===== src/rtl/rgb_fmt_pkg.sv =====
package rgb_fmt_pkg;

  localparam int CH_W  = 8;
  localparam int PIX_W = 3 * CH_W;
  localparam int LANES = 3;  // 2 = hsync, 1 = vsync, 0 = data-enable

  typedef enum logic [1:0] {
    ORD_RGB = 2'd0,
    ORD_BGR = 2'd1,
    ORD_GRB = 2'd2,
    ORD_BRG = 2'd3
  } order_e;

  typedef enum logic [2:0] {
    PK_ZERO   = 3'd0,
    PK_16_LO  = 3'd1,
    PK_16_MID = 3'd2,
    PK_16_HI  = 3'd3,
    PK_18_LO  = 3'd4,
    PK_18_GAP = 3'd5,
    PK_24     = 3'd6,
    PK_RSVD   = 3'd7
  } pack_e;

  typedef struct packed {
    logic                de_is_enable;  // bit 16
    order_e              order;         // bits 15:14
    pack_e               pack;          // bits 13:11
    logic                pclk_inv;      // bit 10
    logic [LANES-1:0]    inv;           // bits 9:7
    logic [LANES-1:0]    fall;          // bits 6:4
    logic [LANES-1:0]    dis;           // bits 3:1
    logic                en;            // bit 0
  } ctrl_t;

  localparam int CTRL_W = $bits(ctrl_t);

endpackage


===== src/rtl/fmt_ctrl_regs.sv =====
module fmt_ctrl_regs
  import rgb_fmt_pkg::*;
#(
  parameter int          ADDR_W   = 4,
  parameter int          BUS_W    = 32,
  parameter logic [31:0] ID_VALUE = 32'h0064_7069
) (
  input  logic              clk,
  input  logic              rst_n,
  input  logic              wr,
  input  logic [ADDR_W-1:0] addr,
  input  logic [BUS_W-1:0]  wdata,
  output logic [BUS_W-1:0]  rdata,
  output ctrl_t             ctrl,
  output logic              flush
);

  localparam int PAD_W = BUS_W - CTRL_W;

  ctrl_t ctrl_q, ctrl_d;
  logic  hit;

  assign hit = wr && (addr == '0);

  always_comb begin
    ctrl_d = ctrl_q;
    if (hit) ctrl_d = ctrl_t'(wdata[CTRL_W-1:0]);
  end

  always_ff @(posedge clk or negedge rst_n) begin
    if (!rst_n) ctrl_q <= '0;
    else        ctrl_q <= ctrl_d;
  end

  // Enable rising through a write: clear the pipeline on the same edge
  assign flush = hit && wdata[0] && !ctrl_q.en;
  assign ctrl  = ctrl_q;
  assign rdata = (addr == '0) ? {{PAD_W{1'b0}}, ctrl_q} : BUS_W'(ID_VALUE);

endmodule


===== src/rtl/fmt_pixel_path.sv =====
module fmt_pixel_path
  import rgb_fmt_pkg::*;
(
  input  logic             clk,
  input  logic             rst_n,
  input  logic             flush,
  input  order_e           order,
  input  pack_e            pack,
  input  logic [PIX_W-1:0] pix_in,
  output logic [PIX_W-1:0] pix_q
);

  logic [CH_W-1:0]  in_r, in_g, in_b;
  logic [CH_W-1:0]  sw_r, sw_g, sw_b;
  logic [PIX_W-1:0] packed_pix, pix_d;

  assign in_r = pix_in[3*CH_W-1:2*CH_W];
  assign in_g = pix_in[2*CH_W-1:CH_W];
  assign in_b = pix_in[CH_W-1:0];

  always_comb begin
    case (order)
      ORD_BGR: begin sw_r = in_b; sw_g = in_g; sw_b = in_r; end
      ORD_GRB: begin sw_r = in_g; sw_g = in_r; sw_b = in_b; end
      ORD_BRG: begin sw_r = in_b; sw_g = in_r; sw_b = in_g; end
      default: begin sw_r = in_r; sw_g = in_g; sw_b = in_b; end
    endcase
  end

  always_comb begin
    case (pack)
      PK_16_LO:  packed_pix = {8'h00, sw_r[7:3], sw_g[7:2], sw_b[7:3]};
      PK_16_MID: packed_pix = {3'b0, sw_r[7:3], 2'b0, sw_g[7:2], 3'b0, sw_b[7:3]};
      PK_16_HI:  packed_pix = {2'b0, sw_r[7:3], 3'b0, sw_g[7:2], 2'b0, sw_b[7:3], 1'b0};
      PK_18_LO:  packed_pix = {6'b0, sw_r[7:2], sw_g[7:2], sw_b[7:2]};
      PK_18_GAP: packed_pix = {2'b0, sw_r[7:2], 2'b0, sw_g[7:2], 2'b0, sw_b[7:2]};
      PK_24:     packed_pix = {sw_r, sw_g, sw_b};
      default:   packed_pix = '0;
    endcase
  end

  assign pix_d = flush ? '0 : packed_pix;

  always_ff @(posedge clk or negedge rst_n) begin
    if (!rst_n) pix_q <= '0;
    else        pix_q <= pix_d;
  end

endmodule


===== src/rtl/fmt_sync_lane.sv =====
module fmt_sync_lane (
  input  logic clk,
  input  logic rst_n,
  input  logic flush,
  input  logic raw_in,
  input  logic en,
  input  logic inv,
  input  logic fall,
  input  logic dis,
  output logic pin
);

  logic rise_q, rise_d, fall_q, sel, active;

  assign rise_d = flush ? 1'b0 : raw_in;

  always_ff @(posedge clk or negedge rst_n) begin
    if (!rst_n) rise_q <= 1'b0;
    else        rise_q <= rise_d;
  end

  // Half-cycle retime for falling-edge launch
  always_ff @(negedge clk or negedge rst_n) begin
    if (!rst_n) fall_q <= 1'b0;
    else        fall_q <= rise_q;
  end

  assign sel    = fall ? fall_q : rise_q;
  assign active = en && !dis && sel;
  assign pin    = active ^ inv;

endmodule


===== src/rtl/rgb_pin_formatter.sv =====
module rgb_pin_formatter
  import rgb_fmt_pkg::*;
#(
  parameter int          ADDR_W   = 4,
  parameter int          BUS_W    = 32,
  parameter logic [31:0] ID_VALUE = 32'h0064_7069
) (
  input  logic              clk,
  input  logic              rst_n,
  input  logic              reg_wr,
  input  logic [ADDR_W-1:0] reg_addr,
  input  logic [BUS_W-1:0]  reg_wdata,
  output logic [BUS_W-1:0]  reg_rdata,
  input  logic [23:0]       pix_in,
  input  logic              hs_in,
  input  logic              vs_in,
  input  logic              de_in,
  output logic [23:0]       pix_out,
  output logic              hs_out,
  output logic              vs_out,
  output logic              de_out,
  output logic              pclk_out
);

  logic [1:0]       rst_sync_q, rst_sync_d;
  logic             core_rst_n;
  ctrl_t            ctrl;
  logic             flush;
  logic [PIX_W-1:0] data_q;
  logic [LANES-1:0] raw, pin;
  logic             de_sel;

  // Asynchronous assert, synchronous release
  assign rst_sync_d = {rst_sync_q[0], 1'b1};
  always_ff @(posedge clk or negedge rst_n) begin
    if (!rst_n) rst_sync_q <= '0;
    else        rst_sync_q <= rst_sync_d;
  end
  assign core_rst_n = rst_sync_q[1];

  fmt_ctrl_regs #(
    .ADDR_W(ADDR_W), .BUS_W(BUS_W), .ID_VALUE(ID_VALUE)
  ) u_regs (
    .clk(clk), .rst_n(core_rst_n), .wr(reg_wr), .addr(reg_addr),
    .wdata(reg_wdata), .rdata(reg_rdata), .ctrl(ctrl), .flush(flush)
  );

  fmt_pixel_path u_data (
    .clk(clk), .rst_n(core_rst_n), .flush(flush), .order(ctrl.order),
    .pack(ctrl.pack), .pix_in(pix_in), .pix_q(data_q)
  );

  assign de_sel = ctrl.de_is_enable ? de_in : (hs_in ^ vs_in);
  assign raw    = {hs_in, vs_in, de_sel};

  for (genvar i = 0; i < LANES; i++) begin : g_lane
    fmt_sync_lane u_lane (
      .clk(clk), .rst_n(core_rst_n), .flush(flush), .raw_in(raw[i]),
      .en(ctrl.en), .inv(ctrl.inv[i]), .fall(ctrl.fall[i]),
      .dis(ctrl.dis[i]), .pin(pin[i])
    );
  end

  assign pix_out  = ctrl.en ? data_q : '0;
  assign hs_out   = pin[2];
  assign vs_out   = pin[1];
  assign de_out   = pin[0];
  assign pclk_out = clk ^ ctrl.pclk_inv;

endmodule


===== config.mk =====
export PLATFORM = sky130hd
export DESIGN_NAME = rgb_pin_formatter
export DESIGN_NICKNAME = d
export VERILOG_FILES = /design/src/rtl/rgb_fmt_pkg.sv /design/src/rtl/fmt_ctrl_regs.sv /design/src/rtl/fmt_pixel_path.sv /design/src/rtl/fmt_sync_lane.sv /design/src/rtl/rgb_pin_formatter.sv
export SDC_FILE = /design/constraint.sdc
export NUM_CORES = 1
export LEC_CHECK = 0
export BUFFER_PORTS_ARGS = -buffer_cell sky130_fd_sc_hd__buf_4
export CAP_MARGIN = 5
export CELL_PAD_IN_SITES_DETAIL_PLACEMENT = 0
export CELL_PAD_IN_SITES_GLOBAL_PLACEMENT = 1
export CORE_UTILIZATION = 37
export DETAILED_ROUTE_END_ITERATION = 10
export GPL_TIMING_DRIVEN = 0
export MAX_ROUTING_LAYER = met4
export PLACE_DENSITY = 0.91
export SETUP_SLACK_MARGIN = 0.15
export SLEW_MARGIN = 0
export SYNTH_ARGS = -nofsm -noshare
export SYNTH_HDL_FRONTEND = slang
export SYNTH_HIERARCHICAL = 1
export SYNTH_SLANG_ARGS = --single-unit

===== constraint.sdc =====
create_clock -name clk -period 2.2 [get_ports clk]
set_clock_uncertainty 0.1 [all_clocks]
set_input_delay 0.11 -clock clk [delete_from_list [all_inputs] [get_ports clk]]
set_output_delay 0.11 -clock clk [all_outputs]
set_load 0.005 [all_outputs]

==> results.md <==
- Drt initial violations: 201
- RSZ-0062 raised after global routing: yes
- Flip-flop and latch area: 1231 um^2
- Family with the most delay on the worst path: flip-flops
- Synthesized instance count: 337
- Synthesis Warnings: 6
- Slew Limit Fails: 0
- Core Area: 8806 um^2
- Final setup fails: 3
- Initial Utilization: 0.3848
- Vias in the first global route: 3137
- Synthesized flop and latch total: 49
- Synth Area in Compound Gates: 0.1806
- Async SR Flop Fraction: 1.000
- Die Area: 9544 um^2
- Seq/Total Area, Yosys: 0.3619
- Status: finished with violations
- Layout cells sized above 1: 0.4449
- Clk pin slew, worst setup/hold paths: 90 ps
- # diodes: 0
- Die Ht: 97.70 um
- Critical Path Fanout Max: 1
- Internal Power: 2.409 mW
- Final RePlAce weighted congestion: 1.043
- Vias per inst: 5.284
- Max Cap Violations: 0
- Critical Path AT: 2540 ps
- Critical Path Source Type: flip-flop
- Xor/xnor cell area share of the yosys netlist: 0.01292
- # IOs: 126
- Crit path largest cell delay: 440 ps
- Filler Cells Inserted: 794
- Critical Path, Cell by Cell: mux2i_2 -> nor3b_2 -> xor2_1 -> buf_4
- CP required: 1990 ps
- Syn_area_per_cell: 10.05 um^2
- Most common cell after layout, fill and taps aside: buf_4
- Row cnt: 34
- Port bufs: 98
- Area delta synth->final: 40.81%
- Met3 GRT Util: 0.04173
- Worst-path cell with the longest stage delay: dfrtn_1
- Initial antenna violation count: 0
- Comb pwr share: 0.468
- Die Width: 97.70 um
- Largest family of logic cells by synthesized area: simple AND/OR/NAND/NOR gates
- P_sw: 1.415 mW
- Synth Area in Adders: 0
- PnR worst setup slack: -545.9 ps
- Routed Antenna Nets: 0
- DP Area: 4335 um^2
- WL/cell: 17.24 um
- Footprint of the multi-input gates: 2008 um^2
- P_leak: 2.254 nW
- Post-synthesis mux area share: 0.1632
- Worst min path class: input port to flip-flop
- Residual DRC count: 12
- Post-DP HPWL: 7496 um
- WP buf/inv: 1
- DR pass1 iterations: 8
- Total power divided by cell area: 801.6 nW/um^2
- Routed via count: 3112
- GRT overflow: 0
- Largest net degree at the start of global routing: 48
- First-pass GRT wire length: 16390 um
- Sequential share of power: 0.335
- Gr busiest metal: met2
- Area of the mapped netlist: 3388 um^2
- Synth Area in Simple Gates: 0.2020
- Layout Nets: 546
- DRT Wirelength: 10150 um
- Met2 GRT Util: 0.3475
- Most frequent cells in the layout: buf_4 (115), dfrtp_1 (44), dlygate4sd3_1 (23), nor2_1 (23), and2_2 (18)
- CTS tree: built
- Post-synth cell types: 59
- DP Worst Slack: -351.1 ps
- Failing checks: design-rule violations, negative setup slack
- Type of the worst setup path: flip-flop to output port
- Total chip power: 3.824 mW
- Worst-skew pair later-pin latency: 410 ps
- Clk pwr share: 0.197
- Final Hold Slack: 52.52 ps
- Sw Ratio: 0.3700
- Prevailing post-synth register cell: dfrtp_1
- Total GRT Usage: 0.2288
- Final instance area: 4771 um^2
- Max_slew headroom: 0.6067
- Final hold vios: 0
- Crit. End Element: output port
- Met1 usage: 0.2910
- Max rail drop VDD: 0.0003058 V
- Worst Tran Pin Value: 589.9 ps
- Post-synth EDFFs: 0
- Layout Utilization: 0.5418
-- timing repair --
item                                    4_1_cts  5_1_grt
buffers inserted                              1        0
pin swaps                                     1        0
hold buffers                                 23        0
endpoints found under the hold margin        22        0
endpoints found under the setup margin        8       10
gates resized for setup                       4       17
-- sequential cells by signal, indices dropped and copies added (netlist names) --
name	cells
g_lane.u_lane/rise_q	3
g_lane.u_lane/fall_q	3
u_regs/ctrl	17
rst_sync_q	2
u_data/pix_q	24
-- cell families (layout without fill, tap and decap cells) --
logic type,count (synthesis),in the layout
xor+xnor,5,5
other cells,2,13
buf+inv,42,175
compound gates,81,81
mux,44,44
flops,49,49
simple gates,114,114
-- per-layer routing --
metal  vias to the layer above  wire length, um
li1                       1471                -
met1                      1470             4342
met2                       141             4790
met3                        30              679
met4                         0              342
met5                         -                0
-- final cells by class --
| class | instances | share of cell area |
|---|---|---|
| Tap cell | 108 | 0.02832 |
| Clock inverter | 2 | 0.003409 |
| Inverter | 6 | 0.004721 |
| Multi-Input combinational cell | 257 | 0.4209 |
| Clock buffer | 10 | 0.02754 |
| Buffer | 36 | 0.05455 |
| Sequential cell | 49 | 0.2581 |
| Timing Repair Buffer | 121 | 0.2025 |
-- Yosys cell counts (4+ instances only) --
cell type,n,area [um^2]
dfrtp_1,46,1151
nor2_1,23,86.33
and2_2,18,135.1
and2_1,16,100.1
buf_4,16,120.1
mux2i_1,16,160.2
o21ai_0,15,75.07
nand2_1,13,48.80
a211oi_1,12,90.09
mux2_2,12,135.1
mux2_4,11,165.2
clkbuf_1,10,37.54
nor2b_1,10,62.56
a21oi_1,8,40.04
nand2b_1,7,43.79
or2b_1,7,52.55
a21o_1,6,45.04
nor3_1,6,30.03
a22o_1,5,43.79
buf_2,5,25.02
buf_6,5,56.30
o22ai_1,5,31.28
inv_1,4,15.01
xor2_1,4,35.03
-- tightest hold or removal path: stages --
cell	delay, ps
buf_4	120
nand2_4	140
mux2_2	170
-- power by group through the flow --
stage               registers [mW]  logic, mW  clock network (mW)
finish                        1.28       1.79               0.754
global route                  1.32       1.93               0.811
CTS                           1.28       1.72               0.780
detailed placement            1.30       1.68              0.0432
global placement              1.29       1.68              0.0432
floorplan                     1.25       1.13              0.0180
-- stage by stage --
step	TNS, ps	std cells
6_report	-1540	589
5_1_grt	-1760	589
4_1_cts	-1538	589
3_5_place_dp	-2567	554
3_3_place_gp	-2182	554
2_1_floorplan	0	348
-- worst paths after layout --
check / from / end / slack [ps] / cells past startpoint
min: reg_wr / u_regs/ctrl[10] / 50 / 3
max: g_lane[2].u_lane/fall_q / hs_out / -550 / 4
min reg2reg: rst_sync_q[1] / u_data/pix_q[20] / 250 / 0
min in group asynchronous: rst_sync_q[1] / u_data/pix_q[20] / 250 / 0
max in group asynchronous: rst_sync_q[1] / g_lane[2].u_lane/fall_q / 350 / 0
max reg2reg: u_regs/ctrl[15] / u_data/pix_q[16] / 220 / 5
Power figures use the tool's default switching activity.
